<file path="src/rtl/lane_pkg.sv">
package lane_pkg;
  localparam int unsigned DATA_W  = 32;
  localparam int unsigned LANE_W  = 8;
  localparam int unsigned LANES   = DATA_W / LANE_W;
  localparam int unsigned OFF_W   = $clog2(LANES);
  localparam int unsigned HALF_W  = 2 * LANE_W;
  localparam int unsigned HALVES  = DATA_W / HALF_W;

  typedef enum logic [1:0] {
    SZ_BYTE = 2'b00,
    SZ_HALF = 2'b01,
    SZ_WORD = 2'b10,
    SZ_RSVD = 2'b11
  } accSize_e;

  // strobes from control to datapath
  typedef struct packed {
    logic             selByte;
    logic             selHalf;
    logic             selWord;
    logic [OFF_W-1:0] byteLane;   // lane holding the addressed byte
    logic [OFF_W-1:0] halfLane;   // lower lane of the addressed halfword
    logic [OFF_W-1:0] rotRight;   // right rotation of bus word, in lanes
    logic [LANES-1:0] laneEn;
    logic             misaligned;
  } laneCtl_t;
endpackage

</file>
<file path="src/rtl/lane_ctrl.sv">
module lane_ctrl
  import lane_pkg::*;
(
  input  logic             clk,
  input  logic             rstN,
  input  logic             bigEndian,
  input  logic [1:0]       accSize,
  input  logic [OFF_W-1:0] addrLow,
  output laneCtl_t         ctl
);
  accSize_e         sizeCode;
  logic [OFF_W-1:0] halfBase;
  logic [OFF_W-1:0] leByte;
  logic [OFF_W-1:0] beByte;
  logic [OFF_W-1:0] beHalf;

  always_comb begin
    sizeCode = accSize_e'(accSize);
    halfBase = {addrLow[OFF_W-1:1], 1'b0};
    leByte   = addrLow;
    beByte   = OFF_W'(LANES - 1) - addrLow;
    beHalf   = OFF_W'(LANES - 2) - halfBase;

    ctl            = '0;
    ctl.selByte    = (sizeCode == SZ_BYTE);
    ctl.selHalf    = (sizeCode == SZ_HALF);
    ctl.selWord    = (sizeCode == SZ_WORD);
    ctl.byteLane   = bigEndian ? beByte : leByte;
    ctl.halfLane   = bigEndian ? beHalf : halfBase;
    // big-endian rotates left, expressed as a right rotation modulo LANES
    ctl.rotRight   = bigEndian ? (OFF_W'(0) - addrLow) : addrLow;
    ctl.misaligned = ctl.selHalf & addrLow[0];

    for (int i = 0; i < LANES; i++) begin
      unique case (sizeCode)
        SZ_BYTE: ctl.laneEn[i] = (OFF_W'(i) == ctl.byteLane);
        SZ_HALF: ctl.laneEn[i] = (OFF_W'(i) == ctl.halfLane) ||
                                 (OFF_W'(i) == ctl.halfLane + OFF_W'(1));
        SZ_WORD: ctl.laneEn[i] = 1'b1;
        default: ctl.laneEn[i] = 1'b0;
      endcase
    end
  end

  // at most one size strobe, none for reserved
  p_one_size_r1: assert property (@(posedge clk) disable iff (!rstN)
    $onehot0({ctl.selByte, ctl.selHalf, ctl.selWord}));
  p_rsvd_quiet_r1: assert property (@(posedge clk) disable iff (!rstN)
    (accSize == 2'b11) |-> (ctl.laneEn == '0));
  // byte store enables a single lane
  p_byte_one_lane_r3: assert property (@(posedge clk) disable iff (!rstN)
    ctl.selByte |-> ($countones(ctl.laneEn) == 1));
  // halfword store enables two lanes
  p_half_two_lanes_r4: assert property (@(posedge clk) disable iff (!rstN)
    ctl.selHalf |-> ($countones(ctl.laneEn) == 2));
  // flag only on halfword accesses
  p_misalign_half_r10: assert property (@(posedge clk) disable iff (!rstN)
    ctl.misaligned |-> (accSize == 2'b01));
endmodule

</file>
<file path="src/rtl/lane_dpath.sv">
module lane_dpath
  import lane_pkg::*;
(
  input  logic              clk,
  input  logic              rstN,
  input  laneCtl_t          ctl,
  input  logic [DATA_W-1:0] storeReg,
  input  logic [DATA_W-1:0] busRdata,
  output logic [DATA_W-1:0] busWdata,
  output logic [DATA_W-1:0] loadData
);
  logic [LANE_W-1:0] busLane [LANES];
  logic [DATA_W-1:0] byteRep;
  logic [DATA_W-1:0] halfRep;
  logic [DATA_W-1:0] rotWord;
  logic [LANE_W-1:0] byteVal;
  logic [HALF_W-1:0] halfVal;

  genvar g;
  generate
    for (g = 0; g < LANES; g++) begin : gLane
      assign busLane[g]                   = busRdata[g*LANE_W +: LANE_W];
      assign byteRep[g*LANE_W +: LANE_W]  = storeReg[LANE_W-1:0];
    end
    for (g = 0; g < HALVES; g++) begin : gHalf
      assign halfRep[g*HALF_W +: HALF_W]  = storeReg[HALF_W-1:0];
    end
  endgenerate

  always_comb begin
    for (int i = 0; i < LANES; i++)
      rotWord[i*LANE_W +: LANE_W] = busLane[OFF_W'(OFF_W'(i) + ctl.rotRight)];
    byteVal = busLane[ctl.byteLane];
    halfVal = {busLane[ctl.halfLane + OFF_W'(1)], busLane[ctl.halfLane]};
  end

  always_comb begin
    busWdata = '0;
    loadData = '0;
    if (ctl.selByte) begin
      busWdata = byteRep;
      loadData = DATA_W'(byteVal);
    end else if (ctl.selHalf) begin
      busWdata = halfRep;
      loadData = DATA_W'(halfVal);
    end else if (ctl.selWord) begin
      busWdata = storeReg;
      loadData = rotWord;
    end
  end

  // word store passes the register straight through with all lanes on
  p_word_store_r2: assert property (@(posedge clk) disable iff (!rstN)
    ctl.selWord |-> ((busWdata == storeReg) && (&ctl.laneEn)));
  // every lane carries the stored byte
  p_byte_repl_r3: assert property (@(posedge clk) disable iff (!rstN)
    ctl.selByte |-> (busWdata[DATA_W-1 -: LANE_W] == storeReg[LANE_W-1:0]));
  // byte loads are zero-extended
  p_byte_zext_r5: assert property (@(posedge clk) disable iff (!rstN)
    ctl.selByte |-> (loadData[DATA_W-1:LANE_W] == '0));
  // halfword loads are zero-extended
  p_half_zext_r7: assert property (@(posedge clk) disable iff (!rstN)
    ctl.selHalf |-> (loadData[DATA_W-1:HALF_W] == '0));
  // misaligned halfword still yields a zero-extended halfword
  p_misalign_zext_r10: assert property (@(posedge clk) disable iff (!rstN)
    ctl.misaligned |-> (loadData[DATA_W-1:HALF_W] == '0));
endmodule

</file>
<file path="src/rtl/lane_aligner.sv">
module lane_aligner
  import lane_pkg::*;
#(
  parameter bit REG_OUT = 1'b1
) (
  input  logic              clk,
  input  logic              rstN,
  input  logic              bigEndian,
  input  logic [1:0]        accSize,
  input  logic [OFF_W-1:0]  addrLow,
  input  logic [DATA_W-1:0] storeReg,
  input  logic [DATA_W-1:0] busRdata,
  output logic [DATA_W-1:0] busWdata,
  output logic [LANES-1:0]  laneEn,
  output logic [DATA_W-1:0] loadData,
  output logic              misaligned
);
  laneCtl_t          ctl;
  logic [DATA_W-1:0] wdataComb;
  logic [DATA_W-1:0] loadComb;

  lane_ctrl u_ctrl (
    .clk       (clk),
    .rstN      (rstN),
    .bigEndian (bigEndian),
    .accSize   (accSize),
    .addrLow   (addrLow),
    .ctl       (ctl)
  );

  lane_dpath u_dpath (
    .clk      (clk),
    .rstN     (rstN),
    .ctl      (ctl),
    .storeReg (storeReg),
    .busRdata (busRdata),
    .busWdata (wdataComb),
    .loadData (loadComb)
  );

  generate
    if (REG_OUT) begin : gReg
      always_ff @(posedge clk) begin
        if (!rstN) begin
          busWdata   <= '0;
          laneEn     <= '0;
          loadData   <= '0;
          misaligned <= 1'b0;
        end else begin
          busWdata   <= wdataComb;
          laneEn     <= ctl.laneEn;
          loadData   <= loadComb;
          misaligned <= ctl.misaligned;
        end
      end
      // registered outputs follow the previous cycle's word-size decode
      p_reg_word_r11: assert property (@(posedge clk) disable iff (!rstN)
        (accSize == 2'b10) |=> (&laneEn));
    end else begin : gComb
      always_comb begin
        busWdata   = wdataComb;
        laneEn     = ctl.laneEn;
        loadData   = loadComb;
        misaligned = ctl.misaligned;
      end
    end
  endgenerate
endmodule

</file>
<file path="config.mk">
export PLATFORM = sky130hd
export DESIGN_NAME = lane_aligner
export DESIGN_NICKNAME = d
export VERILOG_FILES = /design/src/rtl/lane_pkg.sv /design/src/rtl/lane_ctrl.sv /design/src/rtl/lane_dpath.sv /design/src/rtl/lane_aligner.sv
export SDC_FILE = /design/constraint.sdc
export NUM_CORES = 1
export LEC_CHECK = 0
export ABC_CLOCK_PERIOD_IN_PS = 1700
export BUFFER_PORTS_ARGS = -buffer_cell sky130_fd_sc_hd__buf_4
export CAP_MARGIN = 15
export CORE_MARGIN = 4
export CORE_UTILIZATION = 46
export CTS_CLUSTER_SIZE = 10
export DETAILED_ROUTE_END_ITERATION = 7
export PLACE_DENSITY = 0.75
export SYNTH_ARGS = -nofsm -noshare
export SYNTH_HDL_FRONTEND = slang
export SYNTH_HIERARCHICAL = 1
export SYNTH_SLANG_ARGS = --single-unit
</file>
<file path="constraint.sdc">
create_clock -name clk -period 1.7 [get_ports clk]
set_input_delay 0 -clock clk [delete_from_list [all_inputs] [get_ports clk]]
set_output_delay 0 -clock clk [all_outputs]
set_load 0.005 [all_outputs]
</file>
==> metrics.txt, run 1 <==
status complete, no violations; Arr. time, crit path 1.71 ns; max cap viols 0; initial antenna violation count 0; Syn Area/Cell 10.8 µm²; Final Setup Violations 0; Congestion Overflow GR 0; Hold WC Path Type input port to flip-flop; drt drc 0; Critical Setup Path Class input port to flip-flop; Post-synth EDFFs 0; worst hold slack 0.0208 ns; final core occ 65.5%; fin cells 658; startpoint types input port; Final Hold Viols 0; Slew Limit Fails 0; period utilization 87.1%; minimum clock period 1.48 ns; DP Wirelength 8340 µm; most frequent cells in the layout buf_4, dfxtp_1, and2_1; initial core utilization 48.3%; WL final 11800 µm; Syn Inst Count 396; Most used DFF post-synth dfxtp_1; post-synthesis async set-or-reset flop share 0%; Worst Path Required 1.93 ns; syn_nets 467; Pre-antenna DRT Iters 4; clock-pin slew of the registers on the worst-case setup and hold paths 0.08 ns; core area 8890 µm²; Die Wd 105 µm; CTS tree yes; ANT nets after route 0; I/O pins 140; Critical Path End Type flip-flop; GP Congestion 0.887; Sink Count 69; TritonCTS Buffers 9; die footprint 10900 µm²; global-route wire length before repair 19200 µm; leading area contributor after synthesis dfxtp_1; top-area cell type share of the netlist area 32.2%; Slew Limit Headroom 63.9%; Synth area leaders dfxtp_1, mux4_2, and2_1; I/O Buffers 139; Yosys reg bits 69; most common cell after layout, fill and taps aside buf_4; Net count, final 616; Worst Path Max Fanout 26; placed cell count 634; synthesized area 4290 µm²; initial DRC count 282; sequential share of the synthesized area 32.2%; htree depth 3; Clock Root Buffer clkbuf_8; DP Worst Slack -0.112 ns; Max clock buf depth 2; Antenna diodes 0; drt via density 5.72; Layout area overhead 35.6%; via count 3762; Synth Warn # 6; post_cts resized 0; IR drop worst, VDD 0.449 mV; global-route usage over all layers 21.5%; FP Rows 34; fmax 675 MHz; Static Leak 2.63 nW; P per Cell Area 751 nW/µm²; RSZ-0062 raised after global routing false; number of global-route vias before repair 3741; Final Worst Setup Slack 0.219 ns; largest net degree at the start of global routing 70; Slew @ Worst Pin 0.541 ns; WL per Instance 18.0 µm; synth unique cells 40; Die Span Y 105 µm; share of cells above drive strength 1 45.5%
logic make-up after synthesis:
kind of cell	after synthesis	synth area share [%]
other cells	1	0.0874
simple gates	156	20.9
flops	69	32.2
buf+inv	42	6.15
compound gates	62	10.6
mux	64	29.7
xor+xnor	2	0.408
cell usage after synthesis, drive strengths merged, types with 3 or more instances:
library cell,instances
o22a,8
nor2,15
mux4,48
and3,16
o221ai,8
o21ai,16
clkbuf,17
nand2b,3
buf,22
mux2i,16
a22o,8
dfxtp,69
a22oi,16
nor2b,10
and2,78
nand2,29
metal layers:
| metal | GRT usage, % | share of wire, % |
|---|---|---|
| met5 | 0 | 0 |
| met3 | 5.67 | 8.3 |
| met4 | 6.47 | 1.9 |
| met2 | 35.6 | 49 |
| met1 | 27.8 | 40 |
sequential cells by signal (all words and copies together), names as in the netlist:
| register | flops |
|---|---|
| busWdata | 32 |
| loadData | 32 |
| laneEn | 4 |
| misaligned | 1 |
power by group:
part	switching, mW	internal [mW]
clock network	0.647	0.827
logic	0.481	0.691
registers	0.0260	1.70
total	1.15	3.22
per-stage QoR:
stage	total power [mW]	instance area, µm²	setup TNS [ns]
global placement	2.89	5530	-0.204
detailed placement	2.92	5530	-0.368
floorplan	2.43	4290	0
CTS	4.42	5820	0
finish	4.37	5820	0
global route	4.59	5820	0
final timing paths:
check / from / to / slack (ns) / depth (start not counted)
setup / recovery: bigEndian / loadData[5] / 0.22 / 8
hold / removal: storeReg[9] / busWdata[9] / 0.02 / 3
worst max-delay path, cell delays in order:
cell and delay, ns:
buf_4 0.10, nand2_1 0.08, xnor2_2 0.20, buf_12 0.23
mux4_1 0.59, and2_1 0.18, o22a_1 0.17, and2_1 0.15
what timing repair did:
| item | 4_1_cts | 5_1_grt |
|---|---|---|
| setup buffers | 0 | 0 |
| hold buffers | 8 | 0 |
| endpoints found under the hold margin | 8 | 0 |
area by class of cell:
| class | count | area [µm²] |
|---|---|---|
| Inverter | 1 | 3.75 |
| Timing Repair Buffer | 179 | 1430 |
| Sequential cell | 69 | 1380 |
| Fill cell | 699 | 3070 |
| Clock inverter | 6 | 87.6 |
| Tap cell | 108 | 135 |
| Clock buffer | 10 | 128 |
| Multi-Input combinational cell | 285 | 2660 |
Power figures use the tool's default switching activity.
==> inputs of run 2 (changes only) <==
Settings changed: CELL_PAD_IN_SITES_DETAIL_PLACEMENT from default to 1, CELL_PAD_IN_SITES_GLOBAL_PLACEMENT from default to 1, CORE_UTILIZATION 46 to 35, RECOVER_POWER from default to 100.
==> run 2 against run 1 <==
Combinational power hardly changed. Global-route usage is 1.5 points lower. Largest cell class unchanged. Non-clock buffer count is 1 lower. Total power is 11% higher. Die area is 29% higher. Critical endpoint unchanged. Sequential share of layout area is 0.20 points lower. Setup slack better by 0.0098 ns. Via count is 1.4% higher.
==> metrics.txt, run 2 (synthesized netlist as in run 1, its figures left out) <==
status complete, no violations; post-route cell area 5870 µm² (+0.86%); Max clock buf depth 2 (unchanged); DP Worst Slack -0.122 ns (-0.0106 ns); initial antenna violation count 0 (unchanged); via count 3814 (+1.4%); placed cell count 676 (+6.6%); Critical Path End Type flip-flop; Final Hold Viols 0 (unchanged); initial DRC count 203 (-28%); core area 12000 µm² (+35%); Die Wd 119 µm (+14%); ANT nets after route 0 (unchanged); number of global-route vias before repair 4027 (+7.6%); post_cts resized 0 (unchanged); global-route wire length before repair 22000 µm (+15%); Die Span Y 119 µm (+14%); startpoint types input port; Slew Limit Fails 0 (unchanged); Worst Path Max Fanout 22 (-15%); worst hold slack 0.0190 ns (-0.00186 ns); IR drop worst, VDD 0.343 mV (-24%); RSZ-0062 raised after global routing false; Critical Setup Path Class input port to flip-flop; WL final 13800 µm (+17%); share of cells above drive strength 1 43.0% (-2.5 points); htree depth 3 (unchanged); placed inst area 5600 µm² (+1.3%); WHS Endpoint busWdata[26]; clock-pin slew of the registers on the worst-case setup and hold paths 0.06 ns (-0.02 ns); Final Worst Setup Slack 0.229 ns (+0.00981 ns); largest net degree at the start of global routing 70 (unchanged); DP Wirelength 9830 µm (+18%); top flop regs busWdata x32, loadData x32, laneEn x4; Sink Count 69 (unchanged); FP Rows 40 (+18%); initial core utilization 35.7% (-13 points); Pre-antenna DRT Iters 4 (unchanged); fin cells 696 (+5.8%); total power 4.83 mW (+11%); die footprint 14100 µm² (+29%); Worst Path Required 1.94 ns (about the same); I/O Buffers 139 (unchanged); most frequent cells in the layout buf_4, dfxtp_1, clkbuf_4; Congestion Overflow GR 0 (unchanged); Hold WC Path Type input port to flip-flop; Slew @ Worst Pin 0.701 ns (+0.160 ns); Net count, final 615 (-0.16%); drt via density 5.48 (-4.2%); P per Cell Area 823 nW/µm² (+9.6%); I/O pins 140 (unchanged); CTS tree yes; global-route usage over all layers 20.0% (-1.5 points); Clock Root Buffer clkbuf_16; minimum clock period 1.47 ns (-0.00981 ns); max cap viols 0 (unchanged); most common cell after layout, fill and taps aside buf_4; WL per Instance 19.9 µm (+10%); GP Congestion 0.864 (-2.5%); Slew Limit Headroom 53.1% (-11 points); Arr. time, crit path 1.71 ns (about the same); HP Start storeReg[2]; drt drc 0 (unchanged); Static Leak 2.55 nW (-3.1%); fmax 680 MHz (+0.67%); fillcell total 1342 (+92%); Final Setup Violations 0 (unchanged); Worst Hold Path Cells 4 (+1); Layout area overhead 36.8%; period utilization 86.5% (-0.58 points); Antenna diodes 0 (unchanged); TritonCTS Buffers 9 (unchanged)
run 2: cell count changes in the layout (fill, tap and decap cells not counted), sizes merged:
cell and delta:
clkbuf +79, buf -76, dlygate4sd3 -4, bufinv -1, clkinv +1
run 2: per-layer routing:
layer	track usage, %	wire, µm
met5	0	0
met4	7.60	287
met2	33.7	6770
met3	5.84	984
met1	24.0	5780
run 2: report_power, final:
part / internal (mW) / switching, mW
Clock: 1.17 / 0.762
Sequential: 1.70 / 0.0263
Combinational: 0.660 / 0.508
Total: 3.54 / 1.30
run 2: final cells by class:
type / count / area (µm²) / area share (%)
flip-flops and latches: 69 / 1380 / 23.5
multi-input cells: 285 / 2650 / 45.2
well taps: 147 / 184 / 3.13
clock buffers: 10 / 239 / 4.07
inverters: 1 / 3.75 / 0.0639
clock inverters: 6 / 62.6 / 1.07
repair buffers: 178 / 1350 / 22.9
run 2: worst max path at each step:
stage / slack (ns) / to / from
global route: 0.1 / loadData[2] / accSize[0]
CTS: 0.25 / loadData[5] / bigEndian
finish: 0.23 / loadData[5] / addrLow[0]
global placement: -0.03 / loadData[4] / bigEndian
detailed placement: -0.12 / loadData[5] / bigEndian
floorplan: 0.09 / loadData[1] / addrLow[1]
run 2: critical path, cell delays in order:
cell and delay [ns]:
clkbuf_1 0.10, nand2_1 0.10, xnor2_2 0.21, buf_12 0.23, mux4_1 0.55, and2_1 0.18
o22a_1 0.19, and2_1 0.15
run 2: stage by stage:
| stage | utilization [%] | TNS [ns] |
|---|---|---|
| after floorplan | - | 0 |
| after global placement | 46.6 | -0.143 |
| final | 48.9 | 0 |
| after CTS | 49.4 | 0 |
| after detailed placement | 46.6 | -0.657 |
| after global routing | 48.9 | 0 |
run 2: timing repair:
| item | CTS | global route |
|---|---|---|
| endpoints found under the hold margin | 4 | 0 |
| buffers inserted | 0 | 0 |
| hold buffers | 4 | 0 |
